File: src/rtl/ycc_pkg.sv
package ycc_pkg;

  // Applied input format
  typedef enum logic [1:0] {
    FMT_WIDE16 = 2'd0,
    FMT_BYTE8  = 2'd1,
    FMT_EMBED  = 2'd2
  } fmt_e;

  // Status byte bit positions of an embedded timing code
  localparam int ST_EOA_BIT = 4;
  localparam int ST_VB_BIT  = 5;
  localparam int ST_FLD_BIT = 6;

  // Embed request wins over the width request
  function automatic fmt_e pick_fmt(input logic embed, input logic narrow);
    if (embed)       return FMT_EMBED;
    else if (narrow) return FMT_BYTE8;
    else             return FMT_WIDE16;
  endfunction

endpackage

File: src/rtl/ycc_fmt_ctrl.sv
module ycc_fmt_ctrl
  import ycc_pkg::*;
(
  input  logic clk,
  input  logic rst_n,
  input  logic use_regs,
  input  logic pin_embed,
  input  logic pin_narrow,
  input  logic reg_embed,
  input  logic reg_narrow,
  input  logic line_start,
  output fmt_e fmt_q,
  output fmt_e eff_fmt,
  output logic fmt_switch
);

  fmt_e req_fmt;
  fmt_e fmt_d;

  always_comb begin
    req_fmt = use_regs ? pick_fmt(reg_embed, reg_narrow)
                       : pick_fmt(pin_embed, pin_narrow);
    fmt_d   = fmt_q;
    if (line_start) fmt_d = req_fmt;
  end

  // The line-start cycle already runs in the requested format
  assign eff_fmt    = fmt_d;
  assign fmt_switch = line_start && (req_fmt != fmt_q);

  always_ff @(posedge clk or negedge rst_n) begin
    if (!rst_n)          fmt_q <= FMT_WIDE16;
    else if (line_start) fmt_q <= fmt_d;
  end

endmodule

File: src/rtl/ycc_code_detect.sv
module ycc_code_detect #(
  parameter int DATA_W  = 8,
  parameter int PRE_LEN = 3,
  parameter int EOA_BIT = 4,
  parameter int VB_BIT  = 5,
  parameter int FLD_BIT = 6
) (
  input  logic              clk,
  input  logic              rst_n,
  input  logic [DATA_W-1:0] din,
  output logic              code_hit,
  output logic              sav,
  output logic              eav,
  output logic              st_vblank,
  output logic              st_field
);

  localparam logic [DATA_W-1:0] ALL_ONES = {DATA_W{1'b1}};

  logic [DATA_W-1:0] hist_q [PRE_LEN];
  logic [PRE_LEN-1:0] stage_ok;

  // hist_q[0] is the previous byte, hist_q[PRE_LEN-1] the oldest
  for (genvar g = 0; g < PRE_LEN; g++) begin : g_hist
    logic [DATA_W-1:0] stage_d;
    if (g == 0) begin : g_head
      assign stage_d = din;
    end else begin : g_tail
      assign stage_d = hist_q[g-1];
    end

    always_ff @(posedge clk or negedge rst_n) begin
      if (!rst_n) hist_q[g] <= '0;
      else        hist_q[g] <= stage_d;
    end

    if (g == PRE_LEN-1) begin : g_lead
      assign stage_ok[g] = (hist_q[g] == ALL_ONES);
    end else begin : g_zero
      assign stage_ok[g] = (hist_q[g] == '0);
    end
  end

  assign code_hit  = &stage_ok;
  assign sav       = code_hit && !din[EOA_BIT];
  assign eav       = code_hit &&  din[EOA_BIT];
  assign st_vblank = din[VB_BIT];
  assign st_field  = din[FLD_BIT];

endmodule

File: src/rtl/ycc_pair_asm.sv
module ycc_pair_asm
  import ycc_pkg::*;
#(
  parameter int DATA_W  = 8,
  parameter int GROUP8  = 4,
  parameter int GROUP16 = 2
) (
  input  logic              clk,
  input  logic              rst_n,
  input  fmt_e              eff_fmt,
  input  logic              fmt_switch,
  input  logic              hs_rise,
  input  logic              ext_hsync,
  input  logic              ext_vsync,
  input  logic [DATA_W-1:0] luma,
  input  logic [DATA_W-1:0] chroma,
  input  logic              code_hit,
  input  logic              sav,
  input  logic              eav,
  input  logic              st_vblank,
  input  logic              st_field,
  output logic [DATA_W-1:0] y0_o,
  output logic [DATA_W-1:0] y1_o,
  output logic [DATA_W-1:0] cb_o,
  output logic [DATA_W-1:0] cr_o,
  output logic              pair_valid_o,
  output logic              hsync_o,
  output logic              vsync_o,
  output logic              field_o,
  output logic              active_o
);

  localparam int PH_W = $clog2(GROUP8);
  localparam logic [PH_W-1:0] LAST8  = PH_W'(GROUP8 - 1);
  localparam logic [PH_W-1:0] LAST16 = PH_W'(GROUP16 - 1);
  localparam logic [PH_W-1:0] SLOT_CB = PH_W'(0);
  localparam logic [PH_W-1:0] SLOT_Y0 = PH_W'(1);
  localparam logic [PH_W-1:0] SLOT_CR = PH_W'(2);

  // State
  logic [PH_W-1:0]   phase_q, phase_d;
  logic              open_q;
  logic              h_q, h_d, v_q, v_d, f_q, f_d;
  logic [DATA_W-1:0] hy0_q, hy0_d, hcb_q, hcb_d, hcr_q, hcr_d;

  // Decode of the current cycle
  logic              is_emb, is_b8;
  logic [PH_W-1:0]   last_slot, slot;
  logic              open_evt, close_evt, line_live, take, blank, emit;
  logic [DATA_W-1:0] ny0, ny1, ncb, ncr;

  always_comb begin
    is_emb    = (eff_fmt == FMT_EMBED);
    is_b8     = (eff_fmt == FMT_BYTE8);
    last_slot = (is_emb || is_b8) ? LAST8 : LAST16;

    open_evt  = is_emb ? sav : hs_rise;
    close_evt = (is_emb && eav) || (fmt_switch && !open_evt);
    line_live = open_evt || (open_q && !close_evt);
    take      = line_live && !(is_emb && code_hit);
    slot      = (!is_emb && open_evt) ? SLOT_CB : phase_q;

    h_d = h_q;
    v_d = v_q;
    f_d = f_q;
    if (is_emb && code_hit) begin
      h_d = eav;
      v_d = st_vblank;
      f_d = st_field;
    end

    blank = is_emb ? v_d : ext_vsync;
    emit  = take && (slot == last_slot) && !blank;

    phase_d = phase_q;
    if (is_emb && sav)  phase_d = SLOT_CB;
    else if (take)      phase_d = (slot == last_slot) ? SLOT_CB : slot + 1'b1;

    hy0_d = hy0_q;
    hcb_d = hcb_q;
    hcr_d = hcr_q;
    if (take) begin
      if (!is_emb && !is_b8) begin
        if (slot == SLOT_CB) begin
          hy0_d = luma;
          hcb_d = chroma;
        end
      end else begin
        case (slot)
          SLOT_CB: hcb_d = luma;
          SLOT_Y0: hy0_d = luma;
          SLOT_CR: hcr_d = luma;
          default: ;
        endcase
      end
    end

    ny0 = hy0_q;
    ny1 = luma;
    ncb = hcb_q;
    ncr = (!is_emb && !is_b8) ? chroma : hcr_q;
  end

  // Sequencer state
  always_ff @(posedge clk or negedge rst_n) begin
    if (!rst_n) begin
      phase_q <= SLOT_CB;
      open_q  <= 1'b0;
      h_q     <= 1'b0;
      v_q     <= 1'b0;
      f_q     <= 1'b0;
      hy0_q   <= '0;
      hcb_q   <= '0;
      hcr_q   <= '0;
    end else begin
      phase_q <= phase_d;
      open_q  <= line_live;
      h_q     <= h_d;
      v_q     <= v_d;
      f_q     <= f_d;
      hy0_q   <= hy0_d;
      hcb_q   <= hcb_d;
      hcr_q   <= hcr_d;
    end
  end

  // Output pair, loaded only when a pair completes
  always_ff @(posedge clk or negedge rst_n) begin
    if (!rst_n) begin
      y0_o <= '0;
      y1_o <= '0;
      cb_o <= '0;
      cr_o <= '0;
    end else if (emit) begin
      y0_o <= ny0;
      y1_o <= ny1;
      cb_o <= ncb;
      cr_o <= ncr;
    end
  end

  // Output strobe and timing flags
  always_ff @(posedge clk or negedge rst_n) begin
    if (!rst_n) begin
      pair_valid_o <= 1'b0;
      hsync_o      <= 1'b0;
      vsync_o      <= 1'b0;
      field_o      <= 1'b0;
      active_o     <= 1'b0;
    end else begin
      pair_valid_o <= emit;
      hsync_o      <= is_emb ? h_d : ext_hsync;
      vsync_o      <= is_emb ? v_d : ext_vsync;
      field_o      <= is_emb && f_d;
      active_o     <= line_live && !blank;
    end
  end

endmodule

File: src/rtl/ycc_unpack.sv
module ycc_unpack
  import ycc_pkg::*;
#(
  parameter int DATA_W = 8
) (
  input  logic              clk,
  input  logic              rst_n,
  input  logic              use_regs,
  input  logic              pin_narrow,
  input  logic              pin_embed,
  input  logic              reg_narrow,
  input  logic              reg_embed,
  input  logic              ext_hsync,
  input  logic              ext_vsync,
  input  logic [DATA_W-1:0] luma_in,
  input  logic [DATA_W-1:0] chroma_in,
  output logic [DATA_W-1:0] y0_o,
  output logic [DATA_W-1:0] y1_o,
  output logic [DATA_W-1:0] cb_o,
  output logic [DATA_W-1:0] cr_o,
  output logic              pair_valid_o,
  output logic              hsync_o,
  output logic              vsync_o,
  output logic              field_o,
  output logic              active_o
);

  logic rst_s1, rst_sync_n;
  logic hs_q, hs_rise, line_start;
  logic code_hit, sav, eav, st_vblank, st_field;
  logic fmt_switch;
  fmt_e fmt_q, eff_fmt;

  // Asynchronous assert, synchronous release
  always_ff @(posedge clk or negedge rst_n) begin
    if (!rst_n) begin
      rst_s1     <= 1'b0;
      rst_sync_n <= 1'b0;
    end else begin
      rst_s1     <= 1'b1;
      rst_sync_n <= rst_s1;
    end
  end

  always_ff @(posedge clk or negedge rst_sync_n) begin
    if (!rst_sync_n) hs_q <= 1'b0;
    else             hs_q <= ext_hsync;
  end

  assign hs_rise    = ext_hsync && !hs_q;
  assign line_start = hs_rise || sav;

  ycc_code_detect #(
    .DATA_W  (DATA_W),
    .PRE_LEN (3),
    .EOA_BIT (ST_EOA_BIT),
    .VB_BIT  (ST_VB_BIT),
    .FLD_BIT (ST_FLD_BIT)
  ) u_detect (
    .clk       (clk),
    .rst_n     (rst_sync_n),
    .din       (luma_in),
    .code_hit  (code_hit),
    .sav       (sav),
    .eav       (eav),
    .st_vblank (st_vblank),
    .st_field  (st_field)
  );

  ycc_fmt_ctrl u_fmt (
    .clk        (clk),
    .rst_n      (rst_sync_n),
    .use_regs   (use_regs),
    .pin_embed  (pin_embed),
    .pin_narrow (pin_narrow),
    .reg_embed  (reg_embed),
    .reg_narrow (reg_narrow),
    .line_start (line_start),
    .fmt_q      (fmt_q),
    .eff_fmt    (eff_fmt),
    .fmt_switch (fmt_switch)
  );

  ycc_pair_asm #(
    .DATA_W (DATA_W)
  ) u_asm (
    .clk          (clk),
    .rst_n        (rst_sync_n),
    .eff_fmt      (eff_fmt),
    .fmt_switch   (fmt_switch),
    .hs_rise      (hs_rise),
    .ext_hsync    (ext_hsync),
    .ext_vsync    (ext_vsync),
    .luma         (luma_in),
    .chroma       (chroma_in),
    .code_hit     (code_hit),
    .sav          (sav),
    .eav          (eav),
    .st_vblank    (st_vblank),
    .st_field     (st_field),
    .y0_o         (y0_o),
    .y1_o         (y1_o),
    .cb_o         (cb_o),
    .cr_o         (cr_o),
    .pair_valid_o (pair_valid_o),
    .hsync_o      (hsync_o),
    .vsync_o      (vsync_o),
    .field_o      (field_o),
    .active_o     (active_o)
  );

endmodule

File: config.mk
export PLATFORM = sky130hd
export DESIGN_NAME = ycc_unpack
export DESIGN_NICKNAME = d
export VERILOG_FILES = /design/src/rtl/ycc_pkg.sv /design/src/rtl/ycc_fmt_ctrl.sv /design/src/rtl/ycc_code_detect.sv /design/src/rtl/ycc_pair_asm.sv /design/src/rtl/ycc_unpack.sv
export SDC_FILE = /design/constraint.sdc
export NUM_CORES = 1
export LEC_CHECK = 0
export BUFFER_PORTS_ARGS = -buffer_cell sky130_fd_sc_hd__buf_2
export CORE_ASPECT_RATIO = 1.1
export CORE_MARGIN = 8
export CORE_UTILIZATION = 50
export CTS_CLUSTER_DIAMETER = 150
export DETAILED_ROUTE_END_ITERATION = 8
export PLACE_DENSITY = 0.72
export SYNTH_ARGS = -nofsm -noshare
export SYNTH_HDL_FRONTEND = slang
export SYNTH_SLANG_ARGS = --single-unit
File: constraint.sdc
create_clock -name clk -period 6.1 [get_ports clk]
set_input_delay 0.305 -clock clk [delete_from_list [all_inputs] [get_ports clk]]
set_output_delay 0.305 -clock clk [all_outputs]
set_load 0.05 [all_outputs]
* Yosys cells after proc, flatten, opt, wreduce, memory -nomap -nowiden
Index checks and enable logic that the tools add are counted. Widths: inputs -> output; s select.
Storage, ports and cells: register bits after elaboration 96, logic and storage cells 94
Cells by class: add/subtract/negate cells 1, equality and inequality tests 8, mux-type cells 23, bitwise operators 1, reduce and logical (&&, ||, !) cells 37
Operator list (count):
- $mux 8 | 6
- $mux 2 | 9
- $logic_and 1x1->1 | 16
- $logic_not 8->1 | 2
- $reduce_and 3->1 | 3
- $eq 8x8->1 const B | 1
- $logic_not 1->1 | 8
- $mux 1 | 8
- $eq 2x1->1 const B | 2
- $eq 2x2->1 const B | 2
- $logic_or 1x1->1 | 4
- $reduce_bool 2->1 | 2
- $add 2x1->2 const B | 1
- $eq 2x2->1 | 1
- $logic_not 2->1 | 1
- $ne 2x2->1 | 1
- $ne 2x2->1 const B | 1
- $reduce_and 2->1 | 1
- $not 1->1 | 1

* Logic depth before layout (Yosys ltp)
Gate-level depths: netlist of the first run.
depth after elaboration 16, mapped depth 15

* Modules after synthesis
A second synthesis of the first run with hierarchy kept.
Unflattened totals: cells, all modules 277, area, all modules 3925.0 µm²
Modules (own cells, without submodules):
- ycc_pair_asm | times used 1, cells an instance 213, area each 2909.0 µm²
- ycc_code_detect | times used 1, cells an instance 38, area each 728.2 µm²
- ycc_fmt_ctrl | times used 1, cells an instance 20, area each 188.9 µm²
- ycc_unpack | times used 1, cells an instance 6, area each 98.8 µm²

* Worst setup path before layout of the first run
OpenSTA, ideal clock, no wires.
path kind reg2reg, start register u_detect.hist_q, in the netlist u_detect.g_hist[1].stage_d[5], end register u_asm.cb_o[0], setup time 0.125 ns, data arrival time 3.508 ns, data required time 5.975 ns, path slack 2.467 ns, stages on the path, launching flop included 16, buffers on the path 3, cells stage by stage dfrtp_1 > nor4b_2 > nand4_1 > or2_4 > o21ai_0 > mux2_2 > inv_1 > ha_1 > buf_2 > inv_1 > nor3_1 > a31oi_1 > and4bb_1 > buf_6 > buf_12 > mux2_4
Between the ends: word-level cells in the longest chain between the ends 16, elaborated cells between the ends (all ways) 31, those cells by class eq/ne (3); mux (6); reduce/logical (22)
RTL lines:
- start: declaration | RTL line ycc_code_detect.sv:20 | logic [DATA_W-1:0] hist_q [PRE_LEN];
- start signal: indexed assignment | RTL line ycc_code_detect.sv:34 | else hist_q[g] <= stage_d;
- $logic_not 8->1 (*) | RTL line ycc_code_detect.sv:40 | assign stage_ok[g] = (hist_q[g] == '0);
- $reduce_and 3->1 (*) | RTL line ycc_code_detect.sv:44 | assign code_hit = &stage_ok;
- $logic_and 1x1->1 | RTL line ycc_code_detect.sv:45 | assign sav = code_hit && !din[EOA_BIT];
- $logic_or 1x1->1 | RTL line ycc_unpack.sv:51 | assign line_start = hs_rise || sav;
- $mux 2 | RTL line ycc_fmt_ctrl.sv:24 | if (line_start) fmt_d = req_fmt;
- $eq 2x2->1 | RTL line ycc_pair_asm.sv:53 | is_emb = (eff_fmt == FMT_EMBED);
- $mux 1 | RTL line ycc_pair_asm.sv:57 | open_evt = is_emb ? sav : hs_rise;
- $logic_not 1->1 | RTL line ycc_pair_asm.sv:58 | close_evt = (is_emb && eav) || (fmt_switch && !open_evt);
- $logic_and 1x1->1 | RTL line ycc_pair_asm.sv:58
- $logic_or 1x1->1 | RTL line ycc_pair_asm.sv:58
- $logic_not 1->1 | RTL line ycc_pair_asm.sv:59 | line_live = open_evt || (open_q && !close_evt);
- $logic_and 1x1->1 | RTL line ycc_pair_asm.sv:59
- $logic_or 1x1->1 | RTL line ycc_pair_asm.sv:59
- $logic_and 1x1->1 | RTL line ycc_pair_asm.sv:60 | take = line_live && !(is_emb && code_hit);
- $logic_and 1x1->1 | RTL line ycc_pair_asm.sv:73 | emit = take && (slot == last_slot) && !blank;
- $logic_and 1x1->1 (*) | RTL line ycc_pair_asm.sv:73
- end signal: assignment | RTL line ycc_pair_asm.sv:137 | cb_o <= ncb;
- end: declaration | RTL line ycc_pair_asm.sv:24 | output logic [DATA_W-1:0] cb_o,
Every way passes the cells marked *; elsewhere a longest branch is shown, timed or not. A chain may end at the register's enable or synchronous reset.

* Worst setup path after layout of the first run
start register u_detect.hist_q, in the netlist u_detect.g_hist[1].stage_d[1], end register u_asm.cb_o[7]
Same word-level chain as after synthesis.

==> metrics, run 1 <==
run status=finished clean; total gr overflow=0; aggregate negative setup slack=0 ns; count of flip-flops with a built-in enable after synthesis=0; Placed Cells incl. Taps=between 400 and 500; primary flip-flop cell chosen by synthesis mapping=sky130_fd_sc_hd__dfrtp_1; combined area of all synthesized cells=3950 sq um; Final ANT Viol Nets=0; post-synthesis cell type with the largest combined area=sky130_fd_sc_hd__dfrtp_1; Layout Area Growth over Synthesis=14.7%; leading cell type in the layout, fill and taps excluded=sky130_fd_sc_hd__dfrtp_1; final setup violating endpoints=0; crit path kind=reg2reg; top achievable clock speed=219 MHz; detailed router's first-iteration violation count=around 120; clock input transition at the sequential cells of the worst setup and hold paths=0.09 ns; number of instances in the synthesized netlist=around 280; number of sinks on the clock net=96; number of vias after detailed routing=roughly 2400; Crit path required time=6.35 ns; Critical Path AT=4.81 ns; standard-cell row count=34; total area of sequential cells=2410 sq um; final hold vios=0; die boundary height=about 110 um; Antenna Diode Count=0; Critical Path Sink Type=flop; initial core utilization=between 50% and 60%; startpoint of the worst hold path=ext_hsync; total global-route track usage=14.8%; Final Cell Area=approximately 4500 sq um; net count of the finished layout=372; static leakage power=between 2 and 2.5 nW; startpoint of the lowest-slack register-to-register path=u_detect.g_hist[1].stage_d[1]; TritonCTS clock tree=built; PwrDens=approximately 560 nW/um^2; Port Buffer Count=61; latest clock arrival within the worst-skew pair=0.37 ns; warnings from Yosys=0; Placeable Area=7780 sq um; die span in x=101 um; count of distinct cell types in the synthesized netlist=45; worst IR drop on VDD=0.277 mV; Post-CTS Setup Inserts=0; Worst setup SP type=flop; number of H-tree levels=3; post-detailed-routing wire length=7590 um; fin cells=456; top cell type's share of synthesized area=60.8%; via count normalized by instance count=5.16; largest net degree at the start of global routing=95; Min Clock Period, post-route=4.56 ns; Post-Route Utilization=58.2%; pins over their slew limit=0; cells taking the most area after synthesis=sky130_fd_sc_hd__dfrtp_1 (61%), sky130_fd_sc_hd__mux2_4 (11%), sky130_fd_sc_hd__mux2_2 (6.0%); antenna violations before repair=0; worst-path maximum fanout=33; average wire per cell in the routed design=16.6 um; tightest slew margin relative to the limit=roughly 20%; worst-case clock buffer depth=2; Synth Area per Inst=roughly 14 sq um; proportion of layout cells with a drive suffix above 1=38.8%; ratio of final minimum period to clock period=74.7%; worst hold path type=in2reg; detailed-placement wirelength estimate=around 5300 um; wire length of the first global-routing pass=between 10000 and 15000 um; area used by multi-input combinational logic=roughly 1400 sq um; top-level I/O count=slightly above 60; CTS Root Buffer Type=sky130_fd_sc_hd__clkbuf_8; Num CTS Buffers=9; register bit total from synthesis=96; area of the die=11000 sq um; worst setup path start=u_detect.g_hist[1].stage_d[1]; placement-stage cell area=4310 sq um; routability congestion estimate=around 0.80; highest-count cells in the layout ignoring fill and taps=sky130_fd_sc_hd__dfrtp_1 (95), sky130_fd_sc_hd__buf_2 (61), sky130_fd_sc_hd__mux2_4 (29); Async SR Flop Fraction=100%; filler cell count in the final layout=620; number of global-route vias before repair=2480; length of the first detailed-routing pass in iterations=4; DRC violations left=0; synthesized net count=307; setup repair after global routing missed its margin=no; worst clock skew on the final layout=~0.01 ns; number of max-cap violations=0; transition time at the pin with the least slew margin=1.20 ns; fraction of the yosys area taken by sequential cells=between 60% and 70%
-- synth_stat cells, drive strengths merged (2+ instances only) --
cell type and n:
clkbuf 3, inv 23, ha 4, buf 6, nand4 2, and4b 3, nor2 7, nor3 2
or2 2, nand3 2, nor4b 3, mux2i 9, a31oi 2, a21oi 5, dfrtp 96, nor4 3
mux2 53, o21ai 21, nand2 13
-- final cells by class --
type                    instances  share of cell area, %
clock inverters                 7                   1.96
inverters                      23                   1.90
repair buffers                 63                   7.12
clock buffers                   9                   2.73
multi-input cells             150                   30.2
flip-flops and latches         96                   53.1
well taps                     108                   2.98
-- cells by family after synthesis --
logic type	count (synthesis)	share of synthesized area, %
flops	96	60.8
fa+ha+maj	4	1.27
other cells	1	0.0949
mux	62	20.1
simple gates	45	6.97
compound gates	36	5.76
buf+inv	32	4.53
xor+xnor	2	0.443
-- metal layers --
| metal | track usage [%] | vias to the layer above | routed length [um] |
|---|---|---|---|
| met5 | 0 | - | 0 |
| met4 | 9.19 | 0 | 216 |
| met3 | 3.70 | 16 | 353 |
| met2 | 22.3 | 65 | 3510 |
| met1 | 18.7 | 1178 | 3510 |
| li1 | - | 1096 | - |
-- stage by stage --
stage               hold slack [ns]  setup slack [ns]  total power, mW
CTS                          0.0700              1.55             2.55
global route                 0.0741              1.26             2.66
finish                       0.0863              1.54             2.52
floorplan                   0.00941              2.47             1.89
global placement             0.0896              1.68             2.08
detailed placement           0.0908              1.57             2.11
-- state kept, by name (all words and copies together), names as in the netlist, 8 cells and up --
| name | flops |
|---|---|
| u_asm.hcr_q | 8 |
| u_asm.cr_o | 8 |
| u_detect.g_hist.stage_d | 16 |
| u_asm.y1_o | 8 |
| u_asm.hy0_q | 8 |
| u_asm.hcb_q | 8 |
| u_asm.y0_o | 8 |
| u_asm.cb_o | 8 |
| u_detect.hist_q | 8 |
-- repair_timing --
| action | CTS | global route |
|---|---|---|
| hold buffers | 1 | 0 |
| resized for setup | 0 | 0 |
| endpoints found under the hold margin | 2 | 0 |
-- power breakdown --
group          switching (mW)  leakage, nW  internal [mW]  total, mW
combinational           0.699        0.974          0.422       1.12
clock                   0.234        0.108          0.198      0.431
sequential              0.111         1.14          0.857      0.967
-- worst paths after layout --
path                                 endpoint  slack (ns)  cells after the start
max reg2reg                     u_asm.cb_o[7]        1.54                     11
max                             u_asm.cb_o[7]        1.54                     11
min in group asynchronous          rst_sync_n        0.22                      2
min reg2reg                        rst_sync_n        0.37                      0
max in group asynchronous  u_detect.hist_q[1]        4.73                      1
min                                      hs_q        0.09                      1
-- worst max-delay path: stages (launching register included) --
cell and delay (ns):
sky130_fd_sc_hd__dfrtp_1 0.44, sky130_fd_sc_hd__nor4b_2 0.28, sky130_fd_sc_hd__nand4_1 0.18, sky130_fd_sc_hd__or2_4 0.30, sky130_fd_sc_hd__o21ai_0 0.37, sky130_fd_sc_hd__mux2_2 0.40
sky130_fd_sc_hd__inv_1 0.06, sky130_fd_sc_hd__ha_1 0.59, sky130_fd_sc_hd__xor2_1 0.21, sky130_fd_sc_hd__nand2_1 0.09, sky130_fd_sc_hd__and4bb_2 1.12, sky130_fd_sc_hd__mux2_1 0.39
Note: power is estimated with default switching activity, not from simulation.
==> inputs of run 2 (changes only) <==
PLACE_DENSITY = 0.75   (was 0.72)
clock period = 3.8 ns   (was 6.1 ns; I/O delays follow)
==> run 2 against run 1 <==
- power grew 62%
- design area grew 2.7%
- sequential cell count is the same
- non-clock buffer count grew 13
- die area is the same
- clock power grew 63%
- routed wire length grew 1.2%
- maximum frequency grew 26%
- hold slack lost 0.073 ns
- first-iteration DRC count shrank 28%
==> metrics, run 2 (synthesis results as in run 1) <==
PwrDens=878 nW/um^2 (was 556 nW/um^2); Port Buffer Count=61 (unchanged); total area of sequential cells=2410 sq um (unchanged); startpoint of the worst hold path=luma_in[0] (was ext_hsync); Critical Path AT=3.87 ns (was 4.81 ns); Final ANT Viol Nets=0 (unchanged); Layout Area Growth over Synthesis=17.9% (was 14.7%); Post-Route Utilization=59.8% (was 58.2%); proportion of layout cells with a drive suffix above 1=40.2% (was 38.8%); Post-CTS Setup Inserts=0 (unchanged); part of the power in registers=38.3% (was 38.4%); Antenna Diode Count=0 (unchanged); startpoint of the lowest-slack register-to-register path=u_detect.g_hist[2].stage_d[1] (was u_detect.g_hist[1].stage_d[1]); setup repair after global routing missed its margin=yes (was no); hold depth=1 (unchanged); initial core utilization=50.8% (unchanged); pins over their slew limit=0 (unchanged); top-level I/O count=62 (unchanged); met1 GRT Util=19.0% (was 18.7%); largest net degree at the start of global routing=62 (was 95); endpoint of the worst-slack reg-to-reg timing path=u_asm.hy0_q[6] (was u_asm.cb_o[7]); wire length of the first global-routing pass=12600 um (was 12400 um); Worst setup SP type=flop (unchanged); Num CTS Buffers=9 (unchanged); TritonCTS clock tree=built (unchanged); number of vias after detailed routing=2356 (was 2355); met2 usage in global routing=22.8% (was 22.3%); switch share=40.6% (was 41.4%); latest clock arrival within the worst-skew pair=0.36 ns (was 0.37 ns); static leakage power=2.28 nW (was 2.22 nW); tightest slew margin relative to the limit=49.2% (was 19.8%); total global-route track usage=14.8% (about the same); flip-flop count of the largest register after layout=16 (unchanged); net count of the finished layout=385 (was 372); total gr overflow=0 (unchanged); number of H-tree levels=3 (unchanged); final setup violating endpoints=0 (unchanged); top achievable clock speed=276 MHz (was 219 MHz); routability congestion estimate=0.864 (was 0.798); transition time at the pin with the least slew margin=0.762 ns (was 1.20 ns); worst clock skew on the final layout=0.00992 ns (was 0.0100 ns); average wire per cell in the routed design=16.4 um (was 16.6 um); Crit path required time=4.05 ns (was 6.35 ns); area used by multi-input combinational logic=1380 sq um (was 1370 sq um); leading cell type in the layout, fill and taps excluded=sky130_fd_sc_hd__dfrtp_1 (unchanged); pre-CTS setup slack=0.0535 ns (was 1.57 ns); combinational share of power=44.6% (was 44.5%); number of sinks on the clock net=96 (unchanged); R2R cell count=13 (was 11); proportion of power drawn by the clock network=17.1% (about the same); antenna violations before repair=0 (unchanged); worst IR drop on VDD=0.519 mV (was 0.277 mV); die span in x=101 um (unchanged); via count normalized by instance count=5.02 (was 5.16); detailed-placement wirelength estimate=5510 um (was 5260 um); met3 track demand over resource in global routing=4.92% (was 3.70%); run status=finished clean (unchanged); standard-cell row count=34 (unchanged); number of global-route vias before repair=2568 (was 2480); flop2flop setup slack=0.18 ns (was 1.54 ns); area of the die=11000 sq um (unchanged); die boundary height=109 um (unchanged); crit path kind=reg2reg (unchanged); highest-count cells in the layout ignoring fill and taps=sky130_fd_sc_hd__dfrtp_1 (95), sky130_fd_sc_hd__buf_2 (61), sky130_fd_sc_hd__mux2_4 (29) (unchanged); detailed router's first-iteration violation count=87 (was 121); Min Clock Period, post-route=3.62 ns (was 4.56 ns); final hold vios=0 (unchanged); worst-case clock buffer depth=2 (unchanged); post-detailed-routing wire length=7680 um (was 7590 um); P_int=2.43 mW (was 1.48 mW); Placeable Area=7780 sq um (unchanged); worst hold path type=in2reg (unchanged); DRC violations left=0 (unchanged); sw power=1.66 mW (was 1.04 mW); number of max-cap violations=0 (unchanged); Critical Path Sink Type=flop (unchanged); filler cell count in the final layout=624 (was 620); CTS Root Buffer Type=sky130_fd_sc_hd__clkbuf_8 (unchanged); worst-path maximum fanout=8 (was 33); worst setup margin=0.180 ns (was 1.54 ns); length of the first detailed-routing pass in iterations=4 (unchanged); Most Used Layer, Global Route=met2 (unchanged); Worst Hold Endpoint=u_detect.g_hist[1].stage_d[0] (was hs_q); clock input transition at the sequential cells of the worst setup and hold paths=0.09 ns (about the same); ratio of final minimum period to clock period=95.3% (was 74.7%)
-- run 2: cell type report --
cell class,instances,share of cell area (%)
timing repair buffer,76,9.32
sequential,96,51.7
clock inverter,4,1.26
tap,108,2.90
multi-input combinational,150,29.7
clock buffer,12,3.33
inverter,23,1.85
-- run 2: worst max path at each step --
stage,from,to,slack [ns],cells after the start
2_1_floorplan,u_detect.g_hist[1].stage_d[5],u_asm.cb_o[0],0.17,15
3_3_place_gp,u_detect.g_hist[2].stage_d[1],u_asm.hy0_q[1],0.08,13
3_5_place_dp,u_detect.g_hist[2].stage_d[1],u_asm.hy0_q[6],0.05,13
4_1_cts,u_detect.g_hist[2].stage_d[1],u_asm.hy0_q[6],0.02,13
5_1_grt,u_detect.g_hist[1].stage_d[5],u_asm.hy0_q[3],-0.08,13
6_report,u_detect.g_hist[2].stage_d[1],u_asm.hy0_q[6],0.18,13
-- run 2: routing by layer --
| layer | share of wire (%) | wire, um |
|---|---|---|
| met5 | 0 | 0 |
| met2 | 47 | 3580 |
| met4 | 1.2 | 95 |
| met1 | 46 | 3570 |
| met3 | 5.6 | 431 |
-- run 2: worst max-delay path, cell delays in order (launching register included) --
cell                      delay (ns)
sky130_fd_sc_hd__dfrtp_1        0.40
sky130_fd_sc_hd__nor4_2         0.31
sky130_fd_sc_hd__nand2_1        0.16
sky130_fd_sc_hd__or2_4          0.31
sky130_fd_sc_hd__o21ai_0        0.24
sky130_fd_sc_hd__mux2_2         0.21
sky130_fd_sc_hd__inv_1          0.04
sky130_fd_sc_hd__ha_1           0.25
sky130_fd_sc_hd__o21ai_1        0.29
sky130_fd_sc_hd__inv_1          0.11
sky130_fd_sc_hd__ha_1           0.20
sky130_fd_sc_hd__mux2_2         0.25
sky130_fd_sc_hd__nand3_1        0.33
sky130_fd_sc_hd__mux2_2         0.38
-- run 2: stage by stage --
stage | setup TNS [ns] | total power [mW] | cells | hold WS (ns) | instance area (sq um)
2_1_floorplan | 0 | 3.03 | 278 | -0.106 | 3950
3_3_place_gp | 0 | 3.37 | 448 | -0.0238 | 4380
3_5_place_dp | 0 | 3.41 | 448 | -0.0204 | 4380
4_1_cts | 0 | 4.12 | 469 | 0.00568 | 4640
5_1_grt | -0.615 | 4.29 | 469 | 0.0000967 | 4660
6_report | 0 | 4.09 | 469 | 0.0133 | 4660
-- run 2: power groups by stage --
stage	Clock [mW]	Combinational (mW)	Sequential, mW
after CTS	0.716	1.83	1.57
final	0.701	1.82	1.57
after global routing	0.752	1.93	1.61
after global placement	0	1.80	1.57
after detailed placement	0	1.83	1.58
after floorplan	0	0.827	2.20
-- run 2: what timing repair did --
item,in CTS,in global routing
resized for setup,0,4
endpoints found under the setup margin,0,40
hold endpoints to repair,6,0
hold buffers,5,0
==> inputs of run 3 (changes only) <==
ABC_CLOCK_PERIOD_IN_PS = 3800   (was not set)
SETUP_SLACK_MARGIN = 0.4   (was not set)
==> run 3 against run 2 <==
- power up 2.6%
- utilization up 3.6 points
- critical path depth is the same
- sequential share of layout area down 2.9 points
- clock skew is 0.0030 ns higher
- sequential cell count unchanged
- routed wire length increased by 10%
- count of clock-buffer cells in the layout rose by 1
- worst setup slack improved by 0.27 ns
- hold slack worse by 0.00088 ns
- die area unchanged
- combinational power up 9%
- largest cell class unchanged
==> metrics, run 3 (synthesis results as in run 1) <==
number of H-tree levels=3 (unchanged); clock input transition at the sequential cells of the worst setup and hold paths=0.09 ns (about the same); Critical Path Sink Type=flop (unchanged); Final Cell Area=4940 sq um (was 4660 sq um); fin cells=485 (was 469); highest-count cells in the layout ignoring fill and taps=sky130_fd_sc_hd__dfrtp_1 (95), sky130_fd_sc_hd__buf_2 (61), sky130_fd_sc_hd__mux2_4 (33) (was sky130_fd_sc_hd__dfrtp_1 (95), sky130_fd_sc_hd__buf_2 (61), sky130_fd_sc_hd__mux2_4 (29)); leading cell type in the layout, fill and taps excluded=sky130_fd_sc_hd__dfrtp_1 (unchanged); post-detailed-routing wire length=8480 um (was 7680 um); initial core utilization=50.8% (unchanged); Critical Path AT=3.60 ns (was 3.87 ns); worst-path maximum fanout=5 (was 8); final hold vios=0 (unchanged); PwrDens=849 nW/um^2 (was 878 nW/um^2); CTS Root Buffer Type=sky130_fd_sc_hd__clkbuf_8 (unchanged); highest cell delay on the worst timing path=0.47 ns (was 0.40 ns); startpoint of the lowest-slack register-to-register path=u_detect.g_hist[2].stage_d[1] (unchanged); total area of sequential cells=2410 sq um (unchanged); total gr overflow=0 (unchanged); Final ANT Viol Nets=0 (unchanged); worst clock skew on the final layout=0.0129 ns (was 0.00992 ns); placement-stage cell area=4420 sq um (was 4380 sq um); Crit path required time=4.04 ns (was 4.05 ns); length of the first detailed-routing pass in iterations=4 (unchanged); proportion of layout cells with a drive suffix above 1=45.4% (was 40.2%); antenna violations before repair=0 (unchanged); number of global-route vias before repair=2670 (was 2568); Min Clock Period, post-route=3.35 ns (was 3.62 ns); worst-case clock buffer depth=2 (unchanged); worst setup path start=u_detect.g_hist[2].stage_d[1] (unchanged); Worst setup SP type=flop (unchanged); routability congestion estimate=0.832 (was 0.864); die boundary height=109 um (unchanged); area of the die=11000 sq um (unchanged); pins over their slew limit=0 (unchanged); top-level I/O count=62 (unchanged); tightest slew margin relative to the limit=41.7% (was 49.2%); Num CTS Buffers=9 (unchanged); number of max-cap violations=0 (unchanged); number of vias after detailed routing=2469 (was 2356); Port Buffer Count=61 (unchanged); average wire per cell in the routed design=17.5 um (was 16.4 um); setup repair after global routing missed its margin=yes (unchanged); largest net degree at the start of global routing=71 (was 62); crit path kind=reg2reg (unchanged); transition time at the pin with the least slew margin=0.875 ns (was 0.762 ns); wire length of the first global-routing pass=13600 um (was 12600 um); area used by multi-input combinational logic=1450 sq um (was 1380 sq um); via count normalized by instance count=5.09 (was 5.02); flip-flop count of the largest register after layout=16 (unchanged); top achievable clock speed=298 MHz (was 276 MHz); die span in x=101 um (unchanged); standard-cell row count=34 (unchanged); startpoint of the worst hold path=luma_in[0] (unchanged); Placeable Area=7780 sq um (unchanged); final setup violating endpoints=0 (unchanged); filler cell count in the final layout=593 (was 624); DRC violations left=0 (unchanged); worst hold path type=in2reg (unchanged); worst-path cell chain=nor4_1, nand2_1, or2_4, o21ai_4, mux2_4, inv_2, ha_4, inv_2, nand2_2, o311ai_4, and4bb_4, clkbuf_16, mux2_4 (was nor4_2, nand2_1, or2_4, o21ai_0, mux2_2, inv_1, ha_1, o21ai_1, inv_1, ha_1, mux2_2, nand3_1, mux2_2); run status=finished clean (unchanged); Power, Total=4.19 mW (was 4.09 mW); Post-Route Utilization=63.4% (was 59.8%); TritonCTS clock tree=built (unchanged); detailed router's first-iteration violation count=75 (was 87); latest clock arrival within the worst-skew pair=0.36 ns (about the same); Layout Area Growth over Synthesis=25.0% (was 17.9%); slowest stage cell, crit path=sky130_fd_sc_hd__and4bb_4 (was sky130_fd_sc_hd__dfrtp_1); number of sinks on the clock net=96 (unchanged); ratio of final minimum period to clock period=88.2% (was 95.3%); total global-route track usage=16.1% (was 14.8%); worst IR drop on VDD=0.464 mV (was 0.519 mV); aggregate negative setup slack=0 ns (unchanged); Placed Cells incl. Taps=447 (was 448); static leakage power=2.40 nW (was 2.28 nW); detailed-placement wirelength estimate=5370 um (was 5510 um); Antenna Diode Count=0 (unchanged); net count of the finished layout=401 (was 385)
run 3: metal layers:
metal | track usage [%] | share of wire (%)
met1 | 20.7 | 45
met2 | 25.7 | 49
met3 | 3.70 | 4.3
met4 | 6.70 | 1.4
met5 | 0 | 0
run 3: final timing paths:
| check | to | cells past startpoint | slack, ns |
|---|---|---|---|
| worst max register to register | u_asm.cb_o[1] | 13 | 0.45 |
| min in group asynchronous | rst_sync_n | 2 | 0.12 |
| worst max-delay path | u_asm.cb_o[1] | 13 | 0.45 |
| worst min register to register | rst_sync_n | 0 | 0.36 |
| worst min-delay path | u_detect.g_hist[1].stage_d[0] | 1 | 0.01 |
| max in group asynchronous | u_asm.y1_o[6] | 1 | 2.45 |
run 3: final cells by class:
cell class                 instances  area share, %
timing repair buffer              92           13.6
clock buffer                      13           3.22
inverter                          23           1.75
sequential                        96           48.7
multi-input combinational        150           29.4
tap                              108           2.74
clock inverter                     3          0.507
run 3: metrics by stage:
step           worst slack [ns]  hold slack [ns]
3_5_place_dp              0.226          -0.0240
5_1_grt                   0.265          0.00133
3_3_place_gp              0.288          -0.0262
4_1_cts                   0.430         0.000884
6_report                  0.447           0.0125
2_1_floorplan             0.463           -0.106
run 3: critical path: cells and delay by family, from the launching register on:
kind,cells,cell delay [ns]
and+or+nand+nor,5,1.38
muxes,2,0.63
buffers and inverters,3,0.36
AOI/OAI and AO/OA,2,0.30
DFF,1,0.39
adders and majority gates,1,0.17
run 3: power breakdown:
| part | total (mW) | internal, mW | switching (mW) | leakage, nW |
|---|---|---|---|---|
| combinational | 1.99 | 0.821 | 1.17 | 1.17 |
| sequential | 1.57 | 1.38 | 0.194 | 1.14 |
| clock | 0.629 | 0.278 | 0.351 | 0.0902 |
| total | 4.19 | 2.48 | 1.72 | 2.40 |
run 3: what timing repair did:
action | in CTS | in global routing
hold endpoints to repair | 7 | 0
setup endpoints to repair | 40 | 48
setup buffers | 11 | 2
gates resized for setup | 6 | 20
hold buffers | 6 | 0
gates cloned | 1 | 2
pin swaps | 5 | 8
